### config.mk
export PLATFORM = sky130hd
export DESIGN_NAME = jtsh_engine
export DESIGN_NICKNAME = d
export VERILOG_FILES = /design/src/rtl/jtsh_pkg.sv /design/src/rtl/jtsh_tck_gen.sv /design/src/rtl/jtsh_sel_seq.sv /design/src/rtl/jtsh_engine.sv
export SDC_FILE = /design/constraint.sdc
export NUM_CORES = 1
export LEC_CHECK = 0
export BUFFER_PORTS_ARGS = -buffer_cell sky130_fd_sc_hd__clkbuf_2
export CAP_MARGIN = 10
export CORE_ASPECT_RATIO = 0.75
export CORE_MARGIN = 10
export CORE_UTILIZATION = 41
export CTS_CLUSTER_DIAMETER = 120
export DETAILED_ROUTE_END_ITERATION = 10
export GPL_TIMING_DRIVEN = 1
export SETUP_SLACK_MARGIN = 0.02
export SKIP_CTS_REPAIR_TIMING = 1
export SYNTH_ARGS = -nofsm -noshare
export SYNTH_HDL_FRONTEND = slang
export SYNTH_SLANG_ARGS = --single-unit
### constraint.sdc
create_clock -name clk -period 5.4 [get_ports clk]
set_input_delay 0.54 -clock clk [delete_from_list [all_inputs] [get_ports clk]]
set_output_delay 0.54 -clock clk [all_outputs]
set_load 0.05 [all_outputs]
### src/rtl/jtsh_pkg.sv
package jtsh_pkg;
    typedef enum logic [1:0] {
        ST_IDLE = 2'd0,
        ST_LOW  = 2'd1,
        ST_HIGH = 2'd2
    } jtsh_state_e;
endpackage

### src/rtl/jtsh_tck_gen.sv
// Half-period timer: one pulse every (div+1) system cycles while running.
module jtsh_tck_gen #(
    parameter int DIV_W = 8
) (
    input  logic             clk,
    input  logic             rst_n,
    input  logic             run,
    input  logic [DIV_W-1:0] div,
    output logic             phase_end
);
    logic [DIV_W-1:0] cnt_q;

    assign phase_end = run && (cnt_q == div);

    always_ff @(posedge clk or negedge rst_n) begin
        if (!rst_n) begin
            cnt_q <= '0;
        end else if (!run || phase_end) begin
            cnt_q <= '0;
        end else begin
            cnt_q <= cnt_q + 1'b1;
        end
    end

    // the half-period counter never passes its limit
    a_r3_cnt_bound: assert property (@(posedge clk) disable iff (!rst_n)
        run |-> (cnt_q <= div));
endmodule

### src/rtl/jtsh_sel_seq.sv
// Select-line level for a given cycle index of a transfer.
module jtsh_sel_seq #(
    parameter int CNT_W = 6,
    parameter int CYC_W = 6,
    parameter int LEN_W = 3,
    parameter int PAT_W = 8
) (
    input  logic [CYC_W-1:0] cyc,
    input  logic [CNT_W-1:0] n_bits,
    input  logic [LEN_W-1:0] len,
    input  logic [PAT_W-1:0] pattern,
    output logic             tms_bit,
    output logic             data_cyc
);
    logic [CYC_W-1:0] first_pat;
    logic [CYC_W-1:0] offset;

    always_comb begin
        first_pat = (n_bits == '0) ? '0 : (CYC_W'(n_bits) - CYC_W'(1));
        offset    = cyc - first_pat;
        data_cyc  = (cyc < CYC_W'(n_bits));
        tms_bit   = 1'b0;
        if ((len != '0) && (cyc >= first_pat)) begin
            for (int i = 0; i < PAT_W; i++) begin
                if (offset == CYC_W'(i)) tms_bit = pattern[i];
            end
        end
    end
endmodule

### src/rtl/jtsh_engine.sv
module jtsh_engine #(
    parameter  int DATA_W = 32,
    parameter  int LEN_W  = 3,
    parameter  int DIV_W  = 8,
    localparam int CNT_W  = $clog2(DATA_W + 1),
    localparam int PAT_W  = 1 << LEN_W
) (
    input  logic              clk,
    input  logic              rst_n,
    input  logic              start,
    input  logic [CNT_W-1:0]  bit_count,
    input  logic [DATA_W-1:0] tx_word,
    input  logic [PAT_W-1:0]  sel_pattern,
    input  logic [LEN_W-1:0]  sel_len,
    input  logic              fill_hold,
    input  logic              fill_level,
    input  logic              loop_en,
    input  logic [DIV_W-1:0]  clk_div,
    input  logic              tdo,
    output logic              busy,
    output logic              done,
    output logic [DATA_W-1:0] rx_word,
    output logic              tck,
    output logic              tdi,
    output logic              tms
);
    import jtsh_pkg::*;

    localparam int CYC_W = $clog2(DATA_W + PAT_W + 1);

    jtsh_state_e       state_q, state_d;
    logic [CYC_W-1:0]  cyc_q, last_q;
    logic [CNT_W-1:0]  n_q;
    logic [LEN_W-1:0]  len_q;
    logic [PAT_W-1:0]  pat_q;
    logic [DATA_W-1:0] tx_q, rx_q;
    logic [DIV_W-1:0]  div_q;
    logic              loop_q, hold_q, lvl_q, tdo_q;
    logic              tck_q, tdi_q, tms_q, done_q;

    // Values for the cycle about to be driven
    logic [CYC_W-1:0]  nxt_cyc, total_in, ext_len;
    logic [CNT_W-1:0]  sel_n;
    logic [LEN_W-1:0]  sel_l;
    logic [PAT_W-1:0]  sel_p;
    logic [DATA_W-1:0] sel_tx, tx_shift;
    logic              sel_loop, sel_hold, sel_lvl;
    logic              nxt_tms, nxt_data, nxt_tdi, cur_data, zero_xfer;
    logic              phase_end;

    jtsh_tck_gen #(.DIV_W(DIV_W)) u_tck (
        .clk       (clk),
        .rst_n     (rst_n),
        .run       (state_q != ST_IDLE),
        .div       (div_q),
        .phase_end (phase_end)
    );

    jtsh_sel_seq #(.CNT_W(CNT_W), .CYC_W(CYC_W), .LEN_W(LEN_W), .PAT_W(PAT_W)) u_seq (
        .cyc      (nxt_cyc),
        .n_bits   (sel_n),
        .len      (sel_l),
        .pattern  (sel_p),
        .tms_bit  (nxt_tms),
        .data_cyc (nxt_data)
    );

    always_comb begin
        if (state_q == ST_IDLE) begin
            nxt_cyc  = '0;
            sel_n    = bit_count;
            sel_l    = sel_len;
            sel_p    = sel_pattern;
            sel_tx   = tx_word;
            sel_loop = loop_en;
            sel_hold = fill_hold;
            sel_lvl  = fill_level;
        end else begin
            nxt_cyc  = cyc_q + CYC_W'(1);
            sel_n    = n_q;
            sel_l    = len_q;
            sel_p    = pat_q;
            sel_tx   = tx_q;
            sel_loop = loop_q;
            sel_hold = hold_q;
            sel_lvl  = lvl_q;
        end
        tx_shift = sel_tx >> nxt_cyc;
        if (nxt_data) begin
            nxt_tdi = (sel_loop && (nxt_cyc != '0)) ? tdo_q : tx_shift[0];
        end else begin
            nxt_tdi = sel_hold ? tdi_q : sel_lvl;
        end
        ext_len   = (sel_len == '0) ? CYC_W'(1) : CYC_W'(sel_len);
        total_in  = (bit_count == '0) ? CYC_W'(sel_len)
                                      : (CYC_W'(bit_count) + ext_len - CYC_W'(1));
        zero_xfer = (total_in == '0);
        cur_data  = (cyc_q < CYC_W'(n_q));
    end

    // Next-state logic
    always_comb begin
        state_d = state_q;
        unique case (state_q)
            ST_IDLE: if (start && !zero_xfer) state_d = ST_LOW;
            ST_LOW:  if (phase_end) state_d = ST_HIGH;
            ST_HIGH: if (phase_end) state_d = (cyc_q == last_q) ? ST_IDLE : ST_LOW;
            default: state_d = ST_IDLE;
        endcase
    end

    // State register
    always_ff @(posedge clk or negedge rst_n) begin
        if (!rst_n) state_q <= ST_IDLE;
        else        state_q <= state_d;
    end

    // Outputs and datapath
    always_ff @(posedge clk or negedge rst_n) begin
        if (!rst_n) begin
            cyc_q  <= '0;
            last_q <= '0;
            n_q    <= '0;
            len_q  <= '0;
            pat_q  <= '0;
            tx_q   <= '0;
            rx_q   <= '0;
            div_q  <= '0;
            loop_q <= 1'b0;
            hold_q <= 1'b0;
            lvl_q  <= 1'b0;
            tdo_q  <= 1'b0;
            tck_q  <= 1'b0;
            tdi_q  <= 1'b0;
            tms_q  <= 1'b1;
            done_q <= 1'b0;
        end else begin
            done_q <= 1'b0;
            unique case (state_q)
                ST_IDLE: begin
                    if (start) begin
                        n_q    <= bit_count;
                        len_q  <= sel_len;
                        pat_q  <= sel_pattern;
                        tx_q   <= tx_word;
                        loop_q <= loop_en;
                        hold_q <= fill_hold;
                        lvl_q  <= fill_level;
                        div_q  <= clk_div;
                        last_q <= total_in - CYC_W'(1);
                        cyc_q  <= '0;
                        rx_q   <= '0;
                        if (zero_xfer) begin
                            done_q <= 1'b1;
                        end else begin
                            tdi_q <= nxt_tdi;
                            tms_q <= nxt_tms;
                        end
                    end
                end
                ST_LOW: begin
                    if (phase_end) begin
                        tck_q <= 1'b1;
                        tdo_q <= tdo;
                        for (int i = 0; i < DATA_W; i++) begin
                            if (cur_data && (cyc_q == CYC_W'(i))) rx_q[i] <= tdo;
                        end
                    end
                end
                ST_HIGH: begin
                    if (phase_end) begin
                        tck_q <= 1'b0;
                        if (cyc_q == last_q) begin
                            done_q <= 1'b1;
                        end else begin
                            cyc_q <= nxt_cyc;
                            tdi_q <= nxt_tdi;
                            tms_q <= nxt_tms;
                        end
                    end
                end
                default: ;
            endcase
        end
    end

    assign busy    = (state_q != ST_IDLE);
    assign done    = done_q;
    assign rx_word = rx_q;
    assign tck     = tck_q;
    assign tdi     = tdi_q;
    assign tms     = tms_q;

    a_r3_tck_idle_low: assert property (@(posedge clk) disable iff (!rst_n)
        !busy |-> !tck_q);
    a_r4_tms_moves_low: assert property (@(posedge clk) disable iff (!rst_n)
        (tms_q != $past(tms_q)) |-> !tck_q);
    a_r4_tdi_moves_low: assert property (@(posedge clk) disable iff (!rst_n)
        (tdi_q != $past(tdi_q)) |-> !tck_q);
    a_r9_done_single: assert property (@(posedge clk) disable iff (!rst_n)
        done_q |=> !done_q);
    a_r9_done_idle: assert property (@(posedge clk) disable iff (!rst_n)
        done_q |-> (!busy && !tck_q));
    a_r2_rx_hold: assert property (@(posedge clk) disable iff (!rst_n)
        (!busy && !$past(busy) && !$past(start)) |-> $stable(rx_q));
    a_r1_cyc_bound: assert property (@(posedge clk) disable iff (!rst_n)
        busy |-> (cyc_q <= last_q));
    a_r11_start_ignored: assert property (@(posedge clk) disable iff (!rst_n)
        (busy && start) |=> ($stable(n_q) && $stable(last_q)));
endmodule

==> impl_metrics.tcl <==
set metrics [dict create \
    tritoncts "done" \
    synth_top_family_by_area "multiplexers" \
    endpoint_kind "register" \
    synthToLayoutAreaGrowth_pct 19.1 \
    ioPinCount 101 \
    synth_compound_area_frac 0.123 \
    rsz0062_at_grt "no" \
    synth_fa_ha_area_frac 0.0624 \
    startpoint_type "register" \
    drive_gt1_frac 0.274 \
    cts_buffers 17 \
    grt_max_degree 85 \
    gp_congestion 0.859 \
    avgRoutedWirePerCell_um 18.3 \
    die_x_um 169 \
    place_inst 961 \
    syn_inst 675 \
    grt_pass1_vias 5499 \
    worstPathArrival_ps 5030 \
    ys_seq_area_frac 0.434 \
    period_needed_ps 4680 \
    leakagePower_nw 3.98 \
    r2r-start "state_q[1]" \
    final_cells 992 \
    synthSimpleGateAreaFrac 0.138 \
    htreeDepth 4 \
    critPathMaxFanout 11 \
    slew_headroom 0.235 \
    finalClockSkew_ps 9.57 \
    drv_slew 0 \
    io_buffer_count 100 \
    nFillCells 1463 \
    fin_nets 867 \
    ys_ff_latch 119 \
    antenna_found_initial 0 \
    drt-total-wl_um 18100 \
    drtIter0Drc 397 \
    period_share 0.867 \
    fin_ws_ps 719 \
    synth_xor_xnor_area_share 0.0407 \
    rows 40 \
    grt_pass1_wl_um 29500 \
    ir_worst_vdd_mv 0.247 \
    syn_area_um2 6860 \
    place_ws_ps 766 \
    reg2reg_depth 14 \
    syn-num-nets 772 \
    clock_sinks 119 \
    r2r-end "tms" \
    final_util 0.504 \
    routed-via-count 5394 \
    ys_warn_count 0 \
    required_ps 5750 \
    first_pass_iters 5 \
    start_util 0.423 \
    reg2reg_slack_ps 720 \
    final-hold-violation-count 0 \
    setup_viol 0 \
    antenna_left 0 \
    synthTopCellsByArea "dfrtp_1, mux2_2, ha_1" \
    clkTransAtPathRegs_ps 50 \
    die_h_um 132 \
    dp.final_hpwl_um 13600 \
    core_um2 16200 \
    synthMuxAreaShare 0.165 \
    ys.flop_type "dfrtp_1" \
    synth-async-reset-ratio 1.00 \
    cap_viol_max_count 0 \
    vias_per_cell 5.44 \
    ys_types 61 \
    timing.fmax_mhz 214 \
    synth_top_area_share 0.431 \
    setup_tns_ps 0 \
    synth-edff-count 0 \
    powerDensity_nw_per_um2 496 \
    cts_buffer_depth 2 \
    die-area_um2 22400 \
    crit_type "register to register" \
    synth.avg_cell_area_um2 10.2 \
    cts_root_buffer "clkbuf_16" \
    clk_latency_ps 430 \
    insertedDiodeCount 0 \
    remaining_drc_errors 0 \
    grt-ovfl-total 0 \
    grt_use_total 0.163 \
    hold_class "input pin to async pin" \
    synth_top_area_cell "dfrtp_1" \
    worst_pin_slew_ps 1140 \
    status "complete, no violations" \
]
==> critical path, stage by stage, from the launching register on <==
cell	delay, ps
dfrtp_1	470
nor2_1	650
inv_2	200
mux2i_1	370
nand2_1	130
nor2_1	220
nand3_1	190
and3_1	210
ha_1	200
fa_1	400
xor2_1	350
mux4_2	370
mux4_2	460
o211a_1	120
mux2_2	260
==> cells in the mapped netlist, drive strengths merged (3+ instances only) <==
cell	number
dfrtp	118
nand2	78
o21ai	61
mux2	55
a21oi	33
inv	33
mux2i	33
nor2	33
ha	31
clkbuf	25
nand3	25
xor2	20
nor3	11
xnor2	11
nand2b	9
mux4	8
nor2b	8
nor4	8
a21o	7
and3	7
a211oi	6
buf	6
or2	4
a31oi	3
o211a	3
o211ai	3
==> power by group <==
| group | switching, mW | leakage, nW | internal [mW] |
|---|---|---|---|
| clock network | 0.413 | 0.289 | 0.768 |
| registers | 0.202 | 1.50 | 1.18 |
| logic | 0.764 | 2.19 | 0.722 |
| total | 1.38 | 3.98 | 2.67 |
==> layout make-up <==
class                           count  area [um^2]  area share
Inverter                           34          128      0.0156
Sequential cell                   119         2980       0.365
Tap cell                          210          263      0.0322
Clock buffer                       19          433      0.0530
Clock inverter                     12          179      0.0219
Multi-Input combinational cell    491         3630       0.445
Timing Repair Buffer              107          556      0.0680
==> registers in the layout (all words and copies together) (netlist names), 2 cells and up <==
signal	count
rx_word	32
last_q	6
n_q	6
tx_q	32
state_q	2
len_q	3
u_tck.cnt_q	8
div_q	8
cyc_q	6
pat_q	8
==> per-layer routing <==
layer,track usage,part of all wire,vias up
li1,-,-,2576
met4,0.0459,0.013,0
met3,0.0545,0.066,20
met5,0,0,-
met2,0.233,0.44,155
met1,0.227,0.48,2643
==> layout by cell type (no fill, tap or decap), drive strengths merged, types with 9 or more instances in the layout <==
cell	count
a21oi	33
clkbuf	118
dfrtp	118
ha	31
inv	33
mux2	55
mux2i	33
nand2	78
nand2b	9
nand3	25
nor2	33
nor3	11
o21ai	61
xnor2	11
xor2	20
==> cell families after synthesis <==
logic type               Yosys count
buffers and inverters             65
flip-flops                       119
multiplexers                      96
XOR/XNOR                          31
AO/OA/AOI/OAI                    137
adder cells (fa/ha/maj)           33
AND/OR/NAND/NOR                  194
==> worst max-delay path by stage <==
| stage | start | endpoint | slack, ps | depth (start not counted) |
|---|---|---|---|---|
| global placement | state_q[1] | tms | 980 | 14 |
| floorplan | state_q[0] | tms | 1090 | 14 |
| finish | state_q[1] | tms | 720 | 14 |
| detailed placement | state_q[1] | tms | 770 | 14 |
| CTS | state_q[1] | tms | 760 | 14 |
| global route | state_q[1] | tms | 410 | 14 |
==> through the flow <==
stage	area [um^2]	total power [mW]	hold slack, ps
global placement	7560	2.81	485
global route	8170	4.31	316
CTS	8170	4.08	274
detailed placement	7560	2.88	483
floorplan	6860	2.51	244
finish	8170	4.05	244
Power figures use the tool's default switching activity.
